## config.mk

```make
export PLATFORM = sky130hd
export DESIGN_NAME = txmb_status_ctrl
export DESIGN_NICKNAME = d
export VERILOG_FILES = /design/src/rtl/txmb_pkg.sv /design/src/rtl/txmb_regif.sv /design/src/rtl/txmb_fsm.sv /design/src/rtl/txmb_status.sv /design/src/rtl/txmb_status_ctrl.sv
export SDC_FILE = /design/constraint.sdc
export NUM_CORES = 1
export LEC_CHECK = 0
export ABC_CLOCK_PERIOD_IN_PS = 4350
export BUFFER_PORTS_ARGS = -buffer_cell sky130_fd_sc_hd__buf_2
export CAP_MARGIN = 40
export CORE_AREA = 2 2 39 41
export CTS_CLUSTER_DIAMETER = 30
export DETAILED_ROUTE_END_ITERATION = 8
export DIE_AREA = 0 0 41 43
export MAX_ROUTING_LAYER = met4
export PLACE_DENSITY = 0.72
export SETUP_SLACK_MARGIN = 0.3
export SYNTH_ARGS = -nofsm -noshare
export SYNTH_HDL_FRONTEND = slang
export SYNTH_HIERARCHICAL = 1
export SYNTH_SLANG_ARGS = --single-unit
```

## constraint.sdc

```tcl
create_clock -name clk -period 4.35 [get_ports clk]
set_input_delay 0.2175 -clock clk [delete_from_list [all_inputs] [get_ports clk]]
set_output_delay 0.2175 -clock clk [all_outputs]
set_load 0.03 [all_outputs]
```

## src/rtl/txmb_pkg.sv

```systemverilog
// Shared types for the transmit mailbox controller.
package txmb_pkg;
    localparam int REG_W = 8;

    // Mailbox life cycle.
    typedef enum logic [1:0] {
        MB_EMPTY   = 2'd0,
        MB_PENDING = 2'd1,
        MB_ONBUS   = 2'd2
    } mb_state_t;

    // Engine outcome codes.
    localparam logic [1:0] RES_OK  = 2'd0;
    localparam logic [1:0] RES_ARB = 2'd1;

    // Bit positions in the control/status byte (software visible).
    localparam int B_REQ   = 0;
    localparam int B_ABORT = 1;
    localparam int B_DONE  = 2;
    localparam int B_OK    = 3;
    localparam int B_ARB   = 4;
    localparam int B_ERR   = 5;

    // Result flag group.
    typedef struct packed {
        logic err;
        logic arb;
        logic ok;
        logic done;
    } mb_flags_t;
endpackage

```

## src/rtl/txmb_regif.sv

```systemverilog
// Register port decode for the mailbox control/status byte.
// Assumes one register location selected by reg_sel; reads are combinational.
module txmb_regif
    import txmb_pkg::*;
#(
    parameter int W = REG_W
) (
    input  logic         reg_sel,
    input  logic         reg_wr,
    input  logic [W-1:0] reg_wdata,
    input  logic         req_bit,
    input  logic         abort_bit,
    input  mb_flags_t    flags,
    output logic         sw_set_req,
    output logic         sw_set_abort,
    output logic         sw_clr_done,
    output logic [W-1:0] rdata
);
    logic wr_hit;

    // Qualify write strobes with the select.
    always_comb begin
        wr_hit       = reg_sel && reg_wr;
        sw_set_req   = wr_hit && reg_wdata[B_REQ];
        sw_set_abort = wr_hit && reg_wdata[B_ABORT];
        sw_clr_done  = wr_hit && reg_wdata[B_DONE];
    end

    // Assemble the read value; unused upper bits read zero.
    always_comb begin
        rdata          = '0;
        rdata[B_REQ]   = req_bit;
        rdata[B_ABORT] = abort_bit;
        rdata[B_DONE]  = flags.done;
        rdata[B_OK]    = flags.ok;
        rdata[B_ARB]   = flags.arb;
        rdata[B_ERR]   = flags.err;
    end
endmodule

```

## src/rtl/txmb_fsm.sv

```systemverilog
// Mailbox state tracker: empty, pending, on the bus.
// Assumes eng_start arrives only while eng_req is high, and eng_done only
// while an attempt is running.
module txmb_fsm
    import txmb_pkg::*;
(
    input  logic       clk,
    input  logic       rst_n,
    input  logic       sw_set_req,
    input  logic       sw_set_abort,
    input  logic       eng_start,
    input  logic       eng_done,
    input  logic [1:0] eng_result,
    output mb_state_t  state,
    output logic       abort_q,
    output logic       evt_new_req,
    output logic       evt_attempt_end,
    output logic       evt_complete,
    output logic       evt_abort_idle
);
    mb_state_t state_d;
    logic      abort_d;
    logic      res_ok;

    // Decode the events of this cycle.
    always_comb begin
        res_ok          = (eng_result == RES_OK);
        evt_new_req     = (state == MB_EMPTY) && sw_set_req;
        evt_abort_idle  = (state == MB_PENDING) && abort_q;
        evt_attempt_end = (state == MB_ONBUS) && eng_done;
        evt_complete    = evt_abort_idle || (evt_attempt_end && (res_ok || abort_q));
    end

    // Next state and abort flag.
    always_comb begin
        state_d = state;
        abort_d = abort_q;
        if (state != MB_EMPTY && sw_set_abort) begin
            abort_d = 1'b1;
        end
        unique case (state)
            MB_EMPTY:   if (sw_set_req) state_d = MB_PENDING;
            MB_PENDING: begin
                if (abort_q)        state_d = MB_EMPTY;
                else if (eng_start) state_d = MB_ONBUS;
            end
            MB_ONBUS:   if (eng_done) state_d = evt_complete ? MB_EMPTY : MB_PENDING;
            default:    state_d = MB_EMPTY;
        endcase
        if (state_d == MB_EMPTY) begin
            abort_d = 1'b0;
        end
    end

    // State registers.
    always_ff @(posedge clk) begin
        if (!rst_n) begin
            state   <= MB_EMPTY;
            abort_q <= 1'b0;
        end else begin
            state   <= state_d;
            abort_q <= abort_d;
        end
    end
endmodule

```

## src/rtl/txmb_status.sv

```systemverilog
// Result flags: completion, OK, arbitration lost, error.
// Hardware completion takes priority over a software clear in the same cycle.
module txmb_status
    import txmb_pkg::*;
(
    input  logic       clk,
    input  logic       rst_n,
    input  logic       sw_clr_done,
    input  logic       evt_new_req,
    input  logic       evt_attempt_end,
    input  logic       evt_complete,
    input  logic       evt_abort_idle,
    input  logic [1:0] eng_result,
    output mb_flags_t  flags
);
    mb_flags_t flags_d;

    // Next flag values by event priority.
    always_comb begin
        flags_d = flags;
        if (sw_clr_done || evt_new_req) begin
            flags_d = '0;
        end
        if (evt_attempt_end) begin
            flags_d.ok  = (eng_result == RES_OK);
            flags_d.arb = (eng_result == RES_ARB);
            flags_d.err = (eng_result[1] == 1'b1);
        end
        if (evt_abort_idle) begin
            flags_d.ok  = 1'b0;
            flags_d.arb = flags.arb;
            flags_d.err = flags.err;
        end
        if (evt_complete) begin
            flags_d.done = 1'b1;
        end
    end

    // Flag registers.
    always_ff @(posedge clk) begin
        if (!rst_n) flags <= '0;
        else        flags <= flags_d;
    end
endmodule

```

## src/rtl/txmb_status_ctrl.sv

```systemverilog
// Top: control/status register and pending state of one CAN transmit mailbox.
// Assumes the engine follows the eng_req / eng_start / eng_done handshake.
module txmb_status_ctrl
    import txmb_pkg::*;
(
    input  logic             clk,
    input  logic             rst_n,
    input  logic             reg_sel,
    input  logic             reg_wr,
    input  logic [REG_W-1:0] reg_wdata,
    output logic [REG_W-1:0] reg_rdata,
    output logic             eng_req,
    input  logic             eng_start,
    input  logic             eng_done,
    input  logic [1:0]       eng_result,
    output logic             mb_empty,
    output logic             payload_we_en,
    output logic             gsr_rqcp,
    output logic             gsr_txok
);
    logic      sw_set_req, sw_set_abort, sw_clr_done;
    logic      abort_q, evt_new_req, evt_attempt_end, evt_complete, evt_abort_idle;
    mb_state_t state;
    mb_flags_t flags;
    logic      req_bit;

    txmb_regif #(.W(REG_W)) u_regif (
        .reg_sel(reg_sel), .reg_wr(reg_wr), .reg_wdata(reg_wdata),
        .req_bit(req_bit), .abort_bit(abort_q), .flags(flags),
        .sw_set_req(sw_set_req), .sw_set_abort(sw_set_abort),
        .sw_clr_done(sw_clr_done), .rdata(reg_rdata)
    );

    txmb_fsm u_fsm (
        .clk(clk), .rst_n(rst_n),
        .sw_set_req(sw_set_req), .sw_set_abort(sw_set_abort),
        .eng_start(eng_start), .eng_done(eng_done), .eng_result(eng_result),
        .state(state), .abort_q(abort_q),
        .evt_new_req(evt_new_req), .evt_attempt_end(evt_attempt_end),
        .evt_complete(evt_complete), .evt_abort_idle(evt_abort_idle)
    );

    txmb_status u_status (
        .clk(clk), .rst_n(rst_n),
        .sw_clr_done(sw_clr_done), .evt_new_req(evt_new_req),
        .evt_attempt_end(evt_attempt_end), .evt_complete(evt_complete),
        .evt_abort_idle(evt_abort_idle), .eng_result(eng_result),
        .flags(flags)
    );

    // Export state-derived outputs and global status mirrors.
    always_comb begin
        req_bit       = (state != MB_EMPTY);
        mb_empty      = (state == MB_EMPTY);
        payload_we_en = mb_empty;
        eng_req       = (state == MB_PENDING) && !abort_q;
        gsr_rqcp      = flags.done;
        gsr_txok      = flags.ok;
    end
endmodule

```

==> results of run 1 <==
[routing by layer]
layer | GRT usage [%] | wire length, um | vias up | part of all wire [%]
met5 | - | 0 | - | 0
met4 | 12.0 | 34 | 0 | 3.4
met3 | 7.85 | 69 | 5 | 6.9
met2 | 18.1 | 488 | 12 | 49
met1 | 16.1 | 410 | 198 | 41
li1 | - | - | 228 | -
[cell families after synthesis]
| family | count (synthesis) | share of synthesized area [%] |
|---|---|---|
| AND/OR/NAND/NOR | 27 | 39.5 |
| other | 1 | 0.722 |
| buffers and inverters | 10 | 13.7 |
| AO/OA/AOI/OAI | 10 | 19.0 |
| flip-flops | 7 | 27.0 |
[final timing paths]
check                                  startpoint           endpoint  slack [ns]  cells past startpoint
worst max-delay path               u_fsm/state[0]  u_status/flags[1]        2.75                      3
worst max register to register     u_fsm/state[0]  u_status/flags[1]        2.75                      3
worst min register to register  u_status/flags[3]  u_status/flags[3]        0.49                      2
worst min-delay path                        rst_n  u_status/flags[0]        0.24                      2
[critical path, cell delays in order, from the launching register on]
cell	delay, ns
dfxtp_1	0.49
and3b_4	0.28
or4b_1	0.54
a211oi_2	0.22
[flip-flops by register name (all words and copies together) (netlist names)]
name and flops:
u_fsm/state 2, u_status/flags 4, u_fsm/abort_q 1
[per-stage QoR]
stage,setup WS (ns),cells
5_1_grt,2.66,88
3_5_place_dp,2.76,84
4_1_cts,2.74,88
2_1_floorplan,2.86,56
3_3_place_gp,2.78,84
6_report,2.75,88
[cells in the final DEF (no fill, tap or decap), drive strengths merged, types with 3 or more instances in the layout]
master,synthesis,layout
clkbuf,0,4
dfxtp,7,7
or4b,3,3
o21a,3,3
nand2,4,4
buf,9,21
nor2,5,5
and3,3,3
nor3b,4,4
[where the power goes]
part / total, mW / leakage, nW / internal, mW / switching, mW
registers: 0.0666 / 0.0565 / 0.0650 / 0.00165
logic: 0.0237 / 0.201 / 0.00897 / 0.0147
clock network: 0.0605 / 0.0150 / 0.0351 / 0.0254
total: 0.151 / 0.273 / 0.109 / 0.0417
[final cells by class]
type | count | area share (%)
Sequential cell | 7 | 23.1
Clock buffer | 4 | 4.33
Tap cell | 16 | 3.30
Multi-Input combinational cell | 39 | 51.3
Timing Repair Buffer | 21 | 17.3
Inverter | 1 | 0.619
==> impl_metrics.env, run 1 <==
export IMPL_synth_most_common_cell="buf_4"
export IMPL_ys_seq_elements=7
export IMPL_ant_nets=0
export IMPL_wirelength_um=1000
export IMPL_clkLatencyLatePin_ns=0.26
export IMPL_dpl_cell_area_um2=581
export IMPL_multi_input_area_um2=312
export IMPL_cts_sinks=7
export IMPL_cts_hold_buf=0
export IMPL_path_max_fanout=11
export IMPL_place_congestion=0.703
export IMPL_antenna_found_initial=0
export IMPL_period_needed_ns=1.60
export IMPL_yosysWarnings=6
export IMPL_cts_inserted_buffers=3
export IMPL_drc_errors=0
export IMPL_synth_cell_area_um2=519
export IMPL_grt_pass1_wl_um=1550
export IMPL_diodes=0
export IMPL_dr_pass1_iters=3
export IMPL_hold_viol=0
export IMPL_die_y_um=43
export IMPL_syn_inst=55
export IMPL_cp_data_required_time_ns=4.53
export IMPL_ys_types=25
export IMPL_max_freq_mhz=625
export IMPL_cp_end_kind="register"
export IMPL_io_pins=29
export IMPL_fin_tns_setup_ns=0
export IMPL_fill_cells=151
export IMPL_regArea_um2=140
export IMPL_num_vias=443
export IMPL_drive_gt1_share_pct=47.2
export IMPL_cts_tree="built"
export IMPL_whs_ns=0.239
export IMPL_grt_pass1_vias=358
export IMPL_fin_crit_sh_pct=36.8
export IMPL_ys_seq_area_share_pct=27.0
export IMPL_core_mm2=0.00138
export IMPL_wl_per_cell_um=11.4
export IMPL_synth_edf_count=0
export IMPL_clk_pin_slew_worst_paths_ns=0.05
export IMPL_clock_skew_ns=0.00112
export IMPL_design_area_um2=607
export IMPL_num_nets_final=89
export IMPL_via_per_inst=5.03
export IMPL_peakVddDrop_mv=0.148
export IMPL_clk_path_buf_depth=2
export IMPL_powerDensity_mw_per_mm2=248
export IMPL_dieWidth_um=41
export IMPL_final_util_pct=43.9
export IMPL_grt_start_max_net_pins=12
export IMPL_die_area_mm2=0.00176
export IMPL_cts_root_buf="clkbuf_4"
export IMPL_total_power_uw=151
export IMPL_cts_setup_buffers=0
export IMPL_initial_core_util_pct=37.5
export IMPL_synth_top_flop_cell="dfxtp_1"
export IMPL_grt_util_all_layers_pct=14.5
export IMPL_synth_area_leaders="dfxtp_1 27%, buf_4 13%, or4b_1 5.8%"
export IMPL_criticalPathCategory="register to register"
export IMPL_cts_repair_resized=0
export IMPL_dp_hpwl_um=765
export IMPL_async_reset_ff_share_pct=0
export IMPL_maxCapViolations=0
export IMPL_synthTopCellsByCount="9 x buf_4, 7 x dfxtp_1, 5 x nor2_1"
export IMPL_hp_class="input pin to register"
export IMPL_h_tree_depth=1
export IMPL_crit_arrival_ns=1.78
export IMPL_drv_slew=0
export IMPL_outcome="finished clean"
export IMPL_synth_top_cell_area_share_pct=27.0
export IMPL_area_delta_synth_final_pct=16.9
export IMPL_rsz0062_at_grt="no"
export IMPL_grt_overflow_total=0
export IMPL_setup_violations=0
export IMPL_yosys_area_top_type="dfxtp_1"
export IMPL_start_kind="register"
export IMPL_syn_avg_cell_area_um2=9.44
export IMPL_drt_initial_drc_count=1
export IMPL_rows=14
export IMPL_portBuffers=21
export IMPL_p_leak_nw=0.273
(Power assumes the default switching activity.)
==> run 2, diff against run 1 <==
--- a/config.mk
+++ b/config.mk
@@ -5,7 +5,8 @@
 export SDC_FILE = /design/constraint.sdc
 export NUM_CORES = 1
 export LEC_CHECK = 0
-export ABC_CLOCK_PERIOD_IN_PS = 4350
+export ABC_AREA = 1
+export ABC_CLOCK_PERIOD_IN_PS = 1600
 export BUFFER_PORTS_ARGS = -buffer_cell sky130_fd_sc_hd__buf_2
 export CAP_MARGIN = 40
 export CORE_AREA = 2 2 39 41
@@ -13,7 +14,7 @@
 export DETAILED_ROUTE_END_ITERATION = 8
 export DIE_AREA = 0 0 41 43
 export MAX_ROUTING_LAYER = met4
-export PLACE_DENSITY = 0.72
+export PLACE_DENSITY = 0.71
 export SETUP_SLACK_MARGIN = 0.3
 export SYNTH_ARGS = -nofsm -noshare
 export SYNTH_HDL_FRONTEND = slang
==> constraint.sdc (replaced) <==
create_clock -name clk -period 1.6 [get_ports clk]
set_input_delay 0.08 -clock clk [delete_from_list [all_inputs] [get_ports clk]]
set_output_delay 0.08 -clock clk [all_outputs]
set_load 0.03 [all_outputs]
==> run 2 against run 1 <==
Net effect: critical path depth increased by 3; largest cell class unchanged; flip-flop and latch count unchanged; hold slack worse by 0.15 ns; largest power group unchanged; global-route usage down 2.1 points; die area is the same; final cell count rose by 27%.
==> impl_metrics.env, run 2 <==
export IMPL_cts_hold_buf=0
export IMPL_drt_initial_drc_count=3
export IMPL_clock_skew_ns=0.000885
export IMPL_grt_start_max_net_pins=7
export IMPL_area_delta_synth_final_pct=17.4
export IMPL_cts_root_buf="clkbuf_4"
export IMPL_synth_most_common_cell="inv_1"
export IMPL_die_y_um=43
export IMPL_rsz0062_at_grt="no"
export IMPL_portBuffers=21
export IMPL_dp_cells=108
export IMPL_setup_ws_ns=0.466
export IMPL_maxCapViolations=0
export IMPL_clk_pin_slew_worst_paths_ns=0.05
export IMPL_layout_common_cells="21 x buf_2, 14 x inv_1, 12 x nor2_1"
export IMPL_rows=14
export IMPL_synth_edf_count=0
export IMPL_dr_pass1_iters=2
export IMPL_via_per_inst=4.19
export IMPL_synth_cell_area_um2=504
export IMPL_setup_violations=0
export IMPL_yosysWarnings=6
export IMPL_fin_crit_sh_pct=70.9
export IMPL_powerDensity_mw_per_mm2=705
export IMPL_regMostFlops="u_status/flags"
export IMPL_ant_nets=0
export IMPL_cts_sinks=7
export IMPL_diodes=0
export IMPL_ys_types=14
export IMPL_cts_tree="built"
export IMPL_drv_slew=0
export IMPL_fill_cells=154
export IMPL_largest_register_ff_count=4
export IMPL_grt_util_all_layers_pct=12.4
export IMPL_wl_per_cell_um=7.59
export IMPL_synth_area_leaders="dfxtp_1 28%, buf_4 13%, inv_1 10%"
export IMPL_grt_pass1_vias=384
export IMPL_ys_seq_elements=7
export IMPL_whs_ns=0.0888
export IMPL_path_max_fanout=5
export IMPL_design_area_um2=592
export IMPL_syn_avg_cell_area_um2=6.38
export IMPL_core_mm2=0.00138
export IMPL_cpPeakStageDelay_ns=0.42
export IMPL_slowest_stage="dfxtp_1"
export IMPL_multi_input_area_um2=240
export IMPL_place_congestion=0.798
export IMPL_layout_commonest_cell="buf_2"
export IMPL_crit_arrival_ns=1.32
export IMPL_cts_repair_resized=0
export IMPL_num_nets_final=113
export IMPL_h_tree_depth=1
export IMPL_async_reset_ff_share_pct=0
export IMPL_ys_seq_area_share_pct=27.8
export IMPL_die_area_mm2=0.00176
export IMPL_max_freq_mhz=882
export IMPL_grt_pass1_wl_um=1390
export IMPL_start_kind="register"
export IMPL_synthTopCellsByCount="14 x inv_1, 12 x nor2_1, 11 x nand2_1"
export IMPL_cts_setup_buffers=0
export IMPL_drive_gt1_share_pct=40.6
export IMPL_initial_core_util_pct=36.4
export IMPL_p_leak_nw=0.319
export IMPL_cp_data_required_time_ns=1.78
export IMPL_regArea_um2=140
export IMPL_final_util_pct=42.8
export IMPL_total_power_uw=417
export IMPL_cts_inserted_buffers=3
export IMPL_hold_viol=0
export IMPL_cp_cell_sequence="inv_1, nor2_1, inv_1, nand2_1, nand2_1, a21oi_1"
export IMPL_dp_slack_ns=0.474
export IMPL_syn_inst=79
export IMPL_drc_errors=0
export IMPL_yosys_area_top_type="dfxtp_1"
export IMPL_dieWidth_um=41
export IMPL_dpl_cell_area_um2=566
export IMPL_num_vias=469
export IMPL_period_needed_ns=1.13
export IMPL_stdcell_count=112
export IMPL_cp_end_kind="register"
export IMPL_antenna_found_initial=0
export IMPL_fin_tns_setup_ns=0
export IMPL_synth_top_flop_cell="dfxtp_1"
export IMPL_dp_hpwl_um=731
export IMPL_outcome="finished clean"
export IMPL_wirelength_um=850
export IMPL_io_pins=29
export IMPL_top_regs="u_status/flags: 4 flops, u_fsm/state: 2 flops, u_fsm/abort_q: 1 flops"
export IMPL_hp_class="input pin to register"
export IMPL_synth_top_cell_area_share_pct=27.8
export IMPL_clk_path_buf_depth=2
export IMPL_criticalPathCategory="register to register"
export IMPL_grt_overflow_total=0
export IMPL_peakVddDrop_mv=0.324
export IMPL_clkLatencyLatePin_ns=0.25
## run 2: worst paths after layout
kind / start / endpoint / slack (ns) / cells past startpoint
max: u_fsm/abort_q / u_status/flags[2] / 0.47 / 6
min: rst_n / u_status/flags[1] / 0.09 / 3
max reg2reg: u_fsm/abort_q / u_status/flags[2] / 0.47 / 6
min reg2reg: u_status/flags[3] / u_status/flags[3] / 0.46 / 2
## run 2: worst max-delay path, delay by kind of cell, from the launching register on
| family | cells | cell delay [ns] |
|---|---|---|
| AO/OA/AOI/OAI | 1 | 0.12 |
| buffers and inverters | 2 | 0.21 |
| flip-flops | 1 | 0.42 |
| AND/OR/NAND/NOR | 3 | 0.33 |
## run 2: logic make-up after synthesis
group	Yosys count	synth area share, %
compound gates	7	7.94
buf+inv	25	25.3
flops	7	27.8
other cells	1	0.744
simple gates	39	38.2
## run 2: power by group
group	switching [mW]	internal [mW]	total, mW
combinational	0.0520	0.0276	0.0795
clock	0.0631	0.0950	0.158
sequential	0.00271	0.177	0.180
total	0.118	0.300	0.417
## run 2: routing by layer
layer	share of wire [%]	routed length [um]	global-route usage, %
met4	3.2	27	10.0
met1	44	375	14.3
met3	6.8	58	4.71
met2	46	389	16.3
met5	0	0	-
## run 2: cell type report
cell class                 instances  area share, %
multi-input combinational         48           40.6
sequential                         7           23.7
timing repair buffer              21           17.8
inverter                          16           10.1
clock buffer                       4           4.44
tap                               16           3.38
==> run 3, diff against run 2 <==
--- a/config.mk
+++ b/config.mk
@@ -6,15 +6,15 @@
 export NUM_CORES = 1
 export LEC_CHECK = 0
 export ABC_AREA = 1
-export ABC_CLOCK_PERIOD_IN_PS = 1600
+export ABC_CLOCK_PERIOD_IN_PS = 990
 export BUFFER_PORTS_ARGS = -buffer_cell sky130_fd_sc_hd__buf_2
 export CAP_MARGIN = 40
-export CORE_AREA = 2 2 39 41
+export CORE_MARGIN = 2
+export CORE_UTILIZATION = 37
 export CTS_CLUSTER_DIAMETER = 30
 export DETAILED_ROUTE_END_ITERATION = 8
-export DIE_AREA = 0 0 41 43
 export MAX_ROUTING_LAYER = met4
-export PLACE_DENSITY = 0.71
+export PLACE_DENSITY = 0.72
 export SETUP_SLACK_MARGIN = 0.3
 export SYNTH_ARGS = -nofsm -noshare
 export SYNTH_HDL_FRONTEND = slang
==> constraint.sdc (replaced) <==
create_clock -name clk -period 0.99 [get_ports clk]
set_input_delay 0.0495 -clock clk [delete_from_list [all_inputs] [get_ports clk]]
set_output_delay 0.0495 -clock clk [all_outputs]
set_load 0.03 [all_outputs]
==> run 3 against run 2 <==
Net effect: the flow now finishes with violations (negative setup slack); sequential power up 60%; hold slack worse by 0.021 ns; clock skew up 0.0013 ns; fmax up 2.3%; die area down 5.0%; critical endpoint is now u_status/flags[3]; largest cell class unchanged; highest routed layer unchanged.
==> impl_metrics.env, run 3 (same netlist as run 2, synthesis figures left out) <==
export IMPL_outcome="finished with violations"
export IMPL_violations="negative setup slack"
export IMPL_antenna_found_initial=0
export IMPL_max_freq_mhz=902
export IMPL_layout_common_cells="13 x buf_6, 10 x buf_2, 10 x inv_1"
export IMPL_p_int_uw=512
export IMPL_clock_skew_ns=0.00214
export IMPL_combPwrFrac_pct=25.1
export IMPL_worst_r2r_endpoint="u_status/flags[3]"
export IMPL_cp_data_required_time_ns=1.13
export IMPL_grt_util_all_layers_pct=15.6
export IMPL_cts_tree="built"
export IMPL_hold_viol=0
export IMPL_dp_cells=110
export IMPL_maxCapViolations=0
export IMPL_start_kind="register"
export IMPL_rows=13
export IMPL_die_area_mm2=0.00167
export IMPL_core_mm2=0.00128
export IMPL_cp_end_kind="register"
export IMPL_top_regs="u_status/flags: 4 flops, u_fsm/state: 2 flops, u_fsm/abort_q: 1 flops"
export IMPL_final_util_pct=62.5
export IMPL_rsz0062_at_grt="yes"
export IMPL_h_tree_depth=1
export IMPL_clk_path_buf_depth=2
export IMPL_grt_start_max_net_pins=7
export IMPL_wl_per_cell_um=10.7
export IMPL_peakVddDrop_mv=0.559
export IMPL_io_pins=29
export IMPL_period_needed_ns=1.11
export IMPL_dp_slack_ns=-0.0354
export IMPL_p_switching_uw=223
export IMPL_regMostFlops="u_status/flags"
export IMPL_hold_path_endpoint="u_fsm/abort_q"
export IMPL_reg2reg_depth=8
export IMPL_pwr_share_seq_pct=39.1
export IMPL_dp_hpwl_um=744
export IMPL_hp_class="input pin to register"
export IMPL_clkLatencyLatePin_ns=0.25
export IMPL_num_vias=537
export IMPL_path_max_fanout=6
export IMPL_num_nets_final=120
export IMPL_ant_nets=0
export IMPL_initial_core_util_pct=39.2
export IMPL_dr_pass1_iters=4
export IMPL_cts_sinks=7
export IMPL_hold_depth=3
export IMPL_grt_overflow_total=0
export IMPL_hold_start="rst_n"
export IMPL_grt_pass1_wl_um=1700
export IMPL_timing_rr_start="u_fsm/state[0]"
export IMPL_drt_initial_drc_count=18
export IMPL_total_power_uw=735
export IMPL_powerDensity_mw_per_mm2=916
export IMPL_diodes=0
export IMPL_setup_violations=8
export IMPL_dieWidth_um=40.9
export IMPL_stdcell_count=118
export IMPL_cts_root_buf="clkbuf_4"
export IMPL_setup_ws_ns=-0.119
export IMPL_die_y_um=40.9
export IMPL_wirelength_um=1260
export IMPL_cts_inserted_buffers=3
export IMPL_p_leak_nw=0.386
export IMPL_criticalPathCategory="register to register"
export IMPL_drv_slew=0
export IMPL_fin_crit_sh_pct=112
export IMPL_drc_errors=0
export IMPL_portBuffers=21
export IMPL_clockPowerShare_pct=35.8
export IMPL_grt_pass1_vias=458
export IMPL_drive_gt1_share_pct=68.0
export IMPL_via_per_inst=4.55
export IMPL_p_sw_share_pct=30.4
export IMPL_area_delta_synth_final_pct=59.3
export IMPL_ff2ff_setup_slack_ns=-0.12
export IMPL_place_congestion=0.704
export IMPL_fill_cells=112
export IMPL_largest_register_ff_count=4
export IMPL_clk_pin_slew_worst_paths_ns=0.06
export IMPL_layout_commonest_cell="buf_6"
export IMPL_crit_arrival_ns=1.25
==> run 3: cell types whose count changed in the layout (fill, tap and decap cells not counted), sizes merged <==
| cell | delta |
|---|---|
| buf | +7 |
==> run 3: worst max-delay path by stage <==
| stage | startpoint | depth (start not counted) | slack (ns) | endpoint |
|---|---|---|---|---|
| 2_1_floorplan | u_fsm/state[0] | 6 | 0.04 | u_status/flags[0] |
| 3_3_place_gp | u_fsm/state[0] | 8 | -0.008 | u_status/flags[2] |
| 3_5_place_dp | u_fsm/state[0] | 8 | -0.04 | u_status/flags[3] |
| 4_1_cts | u_fsm/state[1] | 5 | -0.09 | eng_req |
| 5_1_grt | u_fsm/state[0] | 6 | -0.16 | u_status/flags[3] |
| 6_report | u_fsm/state[0] | 8 | -0.12 | u_status/flags[3] |
==> run 3: critical path: stages, from the launching register on <==
cell and delay, ns:
dfxtp_4 0.36, inv_4 0.07, nand2_4 0.05, nor2_4 0.18, inv_2 0.07, nand2_2 0.07
nand2_2 0.06, nand2_1 0.07, a21oi_1 0.06
==> run 3: power by group through the flow <==
| stage | Sequential (mW) | Clock (mW) | Combinational [mW] |
|---|---|---|---|
| finish | 0.288 | 0.263 | 0.184 |
| CTS | 0.290 | 0.268 | 0.173 |
| global route | 0.288 | 0.284 | 0.199 |
| detailed placement | 0.295 | 0 | 0.138 |
| floorplan | 0.297 | 0 | 0.106 |
| global placement | 0.295 | 0 | 0.136 |
==> run 3: layer usage <==
metal,wire (um),track usage (%),up-vias
met5,0,-,-
met4,7,10.0,0
met3,95,2.72,2
met2,619,25.0,31
met1,538,17.5,233
li1,-,-,271
==> run 3: final cells by class <==
type | count | area, um2 | area share, %
Multi-Input combinational cell | 48 | 308 | 38.3
Timing Repair Buffer | 28 | 234 | 29.1
Tap cell | 15 | 18.8 | 2.34
Clock buffer | 4 | 26.3 | 3.27
Sequential cell | 7 | 154 | 19.2
Inverter | 16 | 62.6 | 7.79
==> run 3: repair_timing <==
item | in CTS | in global routing
gates resized for setup | 39 | 11
setup endpoints to repair | 18 | 18
pin swaps | 8 | 3
hold buffers | 0 | 0
setup buffers | 3 | 1
==> run 3: metrics by stage <==
| stage | setup TNS, ns | cell area [um2] | hold WS [ns] |
|---|---|---|---|
| 2_1_floorplan | 0 | 518 | 0.166 |
| 3_3_place_gp | -0.0142 | 597 | 0.315 |
| 3_5_place_dp | -0.0585 | 597 | 0.316 |
| 4_1_cts | -0.410 | 764 | 0.0531 |
| 5_1_grt | -1.15 | 803 | 0.0781 |
| 6_report | -0.679 | 803 | 0.0679 |
